File: src/rtl/i2c_tgt_pkg.sv
package i2c_tgt_pkg;
  localparam int BYTE_W = 8;
  localparam int WORD_W = 2 * BYTE_W;
  localparam int CNT_W  = 4;

  typedef enum logic [2:0] {
    TS_IDLE,
    TS_DEVADDR,
    TS_PTR,
    TS_WR_HI,
    TS_WR_LO,
    TS_RD_HI,
    TS_RD_LO,
    TS_QUIET
  } tgt_state_e;
endpackage

File: src/rtl/i2c_line_events.sv
module i2c_line_events (
  input  logic clk,
  input  logic rst,
  input  logic scl_i,
  input  logic sda_i,
  output logic scl_rise,
  output logic scl_fall,
  output logic start_det,
  output logic stop_det
);
  logic scl_q;
  logic sda_q;

  // previous-sample registers; the idle bus level is high
  always_ff @(posedge clk) begin
    if (rst) begin
      scl_q <= 1'b1;
      sda_q <= 1'b1;
    end else begin
      scl_q <= scl_i;
      sda_q <= sda_i;
    end
  end

  assign scl_rise  = scl_i & ~scl_q;
  assign scl_fall  = ~scl_i & scl_q;
  assign start_det = scl_i & scl_q & sda_q & ~sda_i;
  assign stop_det  = scl_i & scl_q & ~sda_q & sda_i;
endmodule

File: src/rtl/i2c_reg_bank.sv
module i2c_reg_bank
  import i2c_tgt_pkg::*;
#(
  parameter int NUM_REGS = 8,
  parameter int ADDR_W   = 8
) (
  input  logic              clk,
  input  logic              rst,
  input  logic              we,
  input  logic [ADDR_W-1:0] waddr,
  input  logic [WORD_W-1:0] wdata,
  input  logic [ADDR_W-1:0] raddr,
  output logic [WORD_W-1:0] rdata
);
  localparam int IDX_W = (NUM_REGS > 1) ? $clog2(NUM_REGS) : 1;

  logic [WORD_W-1:0] mem [NUM_REGS];
  logic              w_ok;
  logic              r_ok;
  logic [IDX_W-1:0]  widx;
  logic [IDX_W-1:0]  ridx;

  assign w_ok = waddr < ADDR_W'(NUM_REGS);
  assign r_ok = raddr < ADDR_W'(NUM_REGS);
  assign widx = waddr[IDX_W-1:0];
  assign ridx = raddr[IDX_W-1:0];

  // storage without reset so it maps onto block RAM
  always_ff @(posedge clk) begin
    if (we && w_ok) mem[widx] <= wdata;
  end

  always_ff @(posedge clk) begin
    rdata <= r_ok ? mem[ridx] : '0;
  end

  AST_WRITE_IN_RANGE: assert property (@(posedge clk) disable iff (rst)
    we |-> (waddr < ADDR_W'(NUM_REGS)));
endmodule

File: src/rtl/i2c_regbank_target.sv
module i2c_regbank_target
  import i2c_tgt_pkg::*;
#(
  parameter logic [6:0] DEV_ADDR = 7'h2C,
  parameter int         NUM_REGS = 8
) (
  input  logic clk,
  input  logic rst,
  input  logic scl_i,
  input  logic sda_i,
  output logic sda_oe
);
  localparam int PTR_W = BYTE_W;

  logic scl_rise, scl_fall, start_det, stop_det;

  tgt_state_e        state;
  logic [CNT_W-1:0]  bit_cnt;
  logic [BYTE_W-1:0] rx_sr;
  logic [BYTE_W-1:0] tx_sr;
  logic              rw_q;
  logic              mst_ack;
  logic [PTR_W-1:0]  ptr;
  logic [BYTE_W-1:0] stage_hi;
  logic [BYTE_W-1:0] stage_lo;
  logic [1:0]        stage_n;
  logic              wr_en;
  logic [WORD_W-1:0] rd_word;
  logic              active;
  logic              ptr_ok;

  i2c_line_events u_events (
    .clk       (clk),
    .rst       (rst),
    .scl_i     (scl_i),
    .sda_i     (sda_i),
    .scl_rise  (scl_rise),
    .scl_fall  (scl_fall),
    .start_det (start_det),
    .stop_det  (stop_det)
  );

  i2c_reg_bank #(
    .NUM_REGS (NUM_REGS),
    .ADDR_W   (PTR_W)
  ) u_bank (
    .clk   (clk),
    .rst   (rst),
    .we    (wr_en),
    .waddr (ptr),
    .wdata ({stage_hi, stage_lo}),
    .raddr (ptr),
    .rdata (rd_word)
  );

  assign active = (state != TS_IDLE) && (state != TS_QUIET);
  assign ptr_ok = ptr < PTR_W'(NUM_REGS);

  always_ff @(posedge clk) begin
    if (rst) begin
      state    <= TS_IDLE;
      bit_cnt  <= '0;
      rx_sr    <= '0;
      tx_sr    <= '0;
      rw_q     <= 1'b0;
      mst_ack  <= 1'b0;
      ptr      <= '0;
      stage_hi <= '0;
      stage_lo <= '0;
      stage_n  <= '0;
      wr_en    <= 1'b0;
      sda_oe   <= 1'b0;
    end else begin
      wr_en <= 1'b0;
      if (start_det) begin
        state   <= TS_DEVADDR;
        bit_cnt <= '0;
        stage_n <= '0;
        sda_oe  <= 1'b0;
      end else if (stop_det) begin
        state   <= TS_IDLE;
        bit_cnt <= '0;
        sda_oe  <= 1'b0;
        stage_n <= '0;
        wr_en   <= (stage_n == 2'd2) && ptr_ok;
      end else if (active) begin
        if (scl_rise) begin
          if (bit_cnt < CNT_W'(8)) rx_sr <= {rx_sr[BYTE_W-2:0], sda_i};
          if (bit_cnt == CNT_W'(8)) mst_ack <= ~sda_i;
          if (bit_cnt != CNT_W'(9)) bit_cnt <= bit_cnt + 1'b1;
        end else if (scl_fall) begin
          if (bit_cnt == CNT_W'(8)) begin
            // eighth bit finished: open the acknowledge slot
            case (state)
              TS_DEVADDR: begin
                if (rx_sr[BYTE_W-1:1] == DEV_ADDR) begin
                  sda_oe <= 1'b1;
                  rw_q   <= rx_sr[0];
                end else begin
                  state <= TS_QUIET;
                end
              end
              TS_PTR: begin
                ptr    <= rx_sr;
                sda_oe <= 1'b1;
              end
              TS_WR_HI: begin
                stage_hi <= rx_sr;
                stage_n  <= 2'd1;
                sda_oe   <= 1'b1;
              end
              TS_WR_LO: begin
                stage_lo <= rx_sr;
                stage_n  <= 2'd2;
                sda_oe   <= 1'b1;
              end
              default: sda_oe <= 1'b0;
            endcase
          end else if (bit_cnt == CNT_W'(9)) begin
            // acknowledge slot finished: move to the next byte
            bit_cnt <= '0;
            sda_oe  <= 1'b0;
            case (state)
              TS_DEVADDR: begin
                if (rw_q) begin
                  state  <= TS_RD_HI;
                  sda_oe <= ~rd_word[WORD_W-1];
                  tx_sr  <= {rd_word[WORD_W-2:BYTE_W], 1'b0};
                end else begin
                  state <= TS_PTR;
                end
              end
              TS_PTR:   state <= TS_WR_HI;
              TS_WR_HI: state <= TS_WR_LO;
              TS_WR_LO: state <= TS_QUIET;
              TS_RD_HI: begin
                if (mst_ack) begin
                  state  <= TS_RD_LO;
                  sda_oe <= ~rd_word[BYTE_W-1];
                  tx_sr  <= {rd_word[BYTE_W-2:0], 1'b0};
                end else begin
                  state <= TS_QUIET;
                end
              end
              TS_RD_LO: begin
                if (mst_ack) begin
                  state  <= TS_RD_HI;
                  sda_oe <= ~rd_word[WORD_W-1];
                  tx_sr  <= {rd_word[WORD_W-2:BYTE_W], 1'b0};
                end else begin
                  state <= TS_QUIET;
                end
              end
              default: state <= TS_QUIET;
            endcase
          end else if ((bit_cnt != '0) &&
                       ((state == TS_RD_HI) || (state == TS_RD_LO))) begin
            sda_oe <= ~tx_sr[BYTE_W-1];
            tx_sr  <= {tx_sr[BYTE_W-2:0], 1'b0};
          end
        end
      end
    end
  end

  AST_OE_MOVES_SCL_LOW: assert property (@(posedge clk) disable iff (rst)
    !$stable(sda_oe) |-> !$past(scl_i));
  AST_QUIET_RELEASES: assert property (@(posedge clk) disable iff (rst)
    ((state == TS_QUIET) || (state == TS_IDLE)) |-> !sda_oe);
  AST_RX_DRIVE_IN_ACK_ONLY: assert property (@(posedge clk) disable iff (rst)
    (((state == TS_DEVADDR) || (state == TS_PTR) || (state == TS_WR_HI) ||
      (state == TS_WR_LO)) && (bit_cnt < CNT_W'(8))) |-> !sda_oe);
  AST_COMMIT_AFTER_STOP: assert property (@(posedge clk) disable iff (rst)
    wr_en |-> $past(stop_det));
  AST_STAGE_EMPTY_AFTER_START: assert property (@(posedge clk) disable iff (rst)
    $past(start_det) |-> (stage_n == 2'd0));
  AST_PTR_HELD_IN_READ: assert property (@(posedge clk) disable iff (rst)
    ((state == TS_RD_HI) || (state == TS_RD_LO)) |-> $stable(ptr));
endmodule

File: config.mk
export PLATFORM = sky130hd
export DESIGN_NAME = i2c_regbank_target
export DESIGN_NICKNAME = d
export VERILOG_FILES = /design/src/rtl/i2c_tgt_pkg.sv /design/src/rtl/i2c_line_events.sv /design/src/rtl/i2c_reg_bank.sv /design/src/rtl/i2c_regbank_target.sv
export SDC_FILE = /design/constraint.sdc
export NUM_CORES = 1
export LEC_CHECK = 0
export ABC_AREA = 1
export CAP_MARGIN = 0
export CELL_PAD_IN_SITES_DETAIL_PLACEMENT = 0
export CELL_PAD_IN_SITES_GLOBAL_PLACEMENT = 2
export CORE_UTILIZATION = 42
export CTS_CLUSTER_DIAMETER = 60
export CTS_CLUSTER_SIZE = 16
export DETAILED_ROUTE_END_ITERATION = 12
export GPL_TIMING_DRIVEN = 0
export PLACE_DENSITY = 0.77
export SLEW_MARGIN = 25
export SYNTH_ARGS = -nofsm -noshare
export SYNTH_HDL_FRONTEND = slang
export SYNTH_SLANG_ARGS = --single-unit
File: constraint.sdc
create_clock -name clk -period 2.2 [get_ports clk]
set_input_delay 0.33 -clock clk [delete_from_list [all_inputs] [get_ports clk]]
set_output_delay 0.33 -clock clk [all_outputs]
set_load 0.05 [all_outputs]
==> results.md <==
* Boundary pin count at 5
* Slowest cell on the critical path: dfxtp_1
* Final worst setup slack at 0.143 ns
* Iteration-0 DRC Markers at 576
* Drt total wl at 21.2 mm
* Endpoints failing setup at 0
* Worst-Margin Slew at 0.812 ns
* Clk_lat worst skew at 0.43 ns
* Synth Area per Inst at 10.2 um^2
* Initial antenna violation count at 0
* Most common cell after layout, fill and taps aside: nor2_1
* Pwr dens at 764 nW/um^2
* Buffer and inverter count on the worst path at 1
* WP data arrival at 2.20 ns
* Relative slew slack at 45.8%
* Commonest non-fill, non-tap cells in the layout: nor2_1, edfxtp_1, nand2_1
* Diodes inserted at 0
* Reg2reg start: ptr[4]$_SDFFE_PP0P_
* Slew Viols, Final at 0
* Hold depth at 2
* # fillers at 1718
* Hold path start: tx_sr[2]$_SDFFE_PP0P_
* Crit path kind: register to register
* Initial DRT Pass Iterations at 5
* Warnings, synthesis at 0
* Largest net degree at the start of global routing at 20
* DP Wirelength at 14.2 mm
* Seq/Total Area, Yosys at 64.2%
* Top cell type's share of synthesized area at 47.0%
* RSZ-0062 raised after global routing: false
* WL per Instance at 19.1 um
* Reg-to-Reg End: u_bank.mem[2][11]$_DFFE_PP_
* Die W at 142 um
* Placement Setup Slack at -0.421 ns
* Crit end category: register
* Layout cells sized above 1 at 14.5%
* Largest area contributor in the netlist: edfxtp_1
* Row Count at 50
* FF+latch count, synth at 198
* Final ANT Viol Nets at 0
* Routability-driven placement congestion ratio at 0.779
* Leak at 3.72 nW
* CTS Sinks at 198
* Nature of the critical path startpoint: register
* Syn Inst Count at 798
* Synth area leaders: edfxtp_1, dfxtp_1, nor2_1
* Hold WS at 0.488 ns
* Global-route wire length before repair at 32.6 mm
* Initial Util at 43.3%
* Htree depth at 4
* Final nets at 852
* Worst hold path class: register to register
* Hold EP: tx_sr[2]$_SDFFE_PP0P_
* Gr ovfl total at 0
* Critical Path Fanout Max at 9
* Clock Skews at 0.00863 ns
* Dpl cell area at 8610 um^2
* TritonCTS clock tree: yes
* DRC Markers at 0
* Vias in the first global route at 5642
* CTS clk-pin slew, worst paths at 0.07 ns
* Crit-path cells: nor3_1, nand2_2, nor2_1, nand2_1, nor2_4, buf_4
* Die area at 20000 um^2
* Synthesized Nets at 809
* Design area at 9430 um^2
* CP top delay family: simple AND/OR/NAND/NOR gates
* Synthesized area at 8180 um^2
* Yosys cell types at 41
* Max Root-Sink Buffers at 2
* Crit share post-route at 93.5%
* Max-cap violations at 0
* Crit-path max cell delay at 0.31 ns
* Core footprint at 18900 um^2
* Worst R2R Path Depth at 6
* Crit path time final at 2.06 ns
* Vias at 5752
* Die height at 142 um
* Final instance count without filler cells at 1114
* Final hold vios at 0
* Global-route usage over all layers at 22.7%
* Worst reg-to-reg setup slack at 0.14 ns
* Cells after DPL at 1064
* Area growth syn-to-layout at 15.4%
* Worst VDD drop at 0.587 mV
* Vias per cell at 5.16
* Outcome: finished, final reports clean
* Number of port buffers at 4
* CP Data Required Time at 2.34 ns
* Fmax at 0.486 GHz
* Num CTS Buffers at 17
* Root Buffer Master: clkbuf_16
* Design Power at 7.20 mW
layer usage:
layer | vias to the layer above | routed length (um) | global-route usage [%]
met5 | - | 0 | 0
met4 | 0 | 458 | 7.81
met3 | 38 | 1160 | 4.66
met2 | 160 | 9800 | 36.2
met1 | 2744 | 9820 | 31.0
li1 | 2810 | - | -
where the power goes:
| group | switching [mW] | internal, mW | leakage [nW] |
|---|---|---|---|
| clock | 1.36 | 1.80 | 0.285 |
| sequential | 0.00712 | 3.91 | 2.05 |
| combinational | 0.0816 | 0.0377 | 1.38 |
| total | 1.45 | 5.75 | 3.72 |
stage by stage:
step / util, % / setup TNS [ns]
after floorplan: - / 0
after global placement: 45.2 / -121.62
after detailed placement: 45.6 / -31.62
after CTS: 49.9 / 0
after global routing: 49.9 / 0
final: 49.9 / 0
cell families after synthesis:
kind of cell	synth area share [%]
flops	64.2
xor+xnor	0.107
buf+inv	4.76
compound gates	10.8
fa+ha+maj	1.07
simple gates	19.1
tightest hold or removal path: cells and delay by family (launching register included):
| kind | cells | cell delay (ns) |
|---|---|---|
| DFF | 1 | 0.34 |
| AOI/OAI and AO/OA | 1 | 0.04 |
| and+or+nand+nor | 1 | 0.08 |
worst max-delay path by stage:
stage / from / end / slack, ns / depth (start not counted)
4_1_cts: ptr[4]$_SDFFE_PP0P_ / u_bank.mem[7][7]$_DFFE_PP_ / 0.17 / 6
3_3_place_gp: ptr[0]$_SDFFE_PP0P_ / u_bank.mem[0][1]$_DFFE_PP_ / -1.00 / 5
2_1_floorplan: ptr[0]$_SDFFE_PP0P_ / u_bank.mem[0][0]$_DFFE_PP_ / 0.20 / 5
3_5_place_dp: ptr[0]$_SDFFE_PP0P_ / u_bank.mem[6][2]$_DFFE_PP_ / -0.42 / 6
5_1_grt: ptr[4]$_SDFFE_PP0P_ / u_bank.mem[2][9]$_DFFE_PP_ / 0.005 / 6
6_report: ptr[4]$_SDFFE_PP0P_ / u_bank.mem[2][11]$_DFFE_PP_ / 0.14 / 6
cell usage after synthesis, drive strengths merged:
cell,number
a21boi,6
nor3,5
a41oi,16
buf,19
nand3,17
nand4,5
ha,7
a211oi,1
xor2,1
or2,1
clkbuf,13
and2,1
edfxtp,128
nand2,101
nor3b,1
a21oi,25
inv,45
nor4,1
nor2,224
o21ai,108
clkinv,3
dfxtp,70
cell type report:
class	count	area, um^2	area share [%]
Timing Repair Buffer	25	280	2.97
Clock inverter	11	149	1.58
Buffer	31	195	2.07
Tap cell	260	325	3.45
Multi-Input combinational cell	520	2610	27.6
Sequential cell	198	5250	55.6
Inverter	48	190	2.02
Clock buffer	21	440	4.67
registers in the layout, indices dropped and copies added, names as in the netlist, 3 cells and up:
signal,flops
bit_cnt,4
ptr,8
rx_sr,8
stage_hi,8
stage_lo,8
state,3
tx_sr,7
u_bank.mem,128
u_bank.rdata,16
repair_timing:
item                       4_1_cts  5_1_grt
setup endpoints to repair      128        3
pin swaps                        7        0
gates resized for setup          3        1
hold buffers                     0        0
buffers inserted                19        0
No activity file was read; power rests on OpenSTA's default activity.
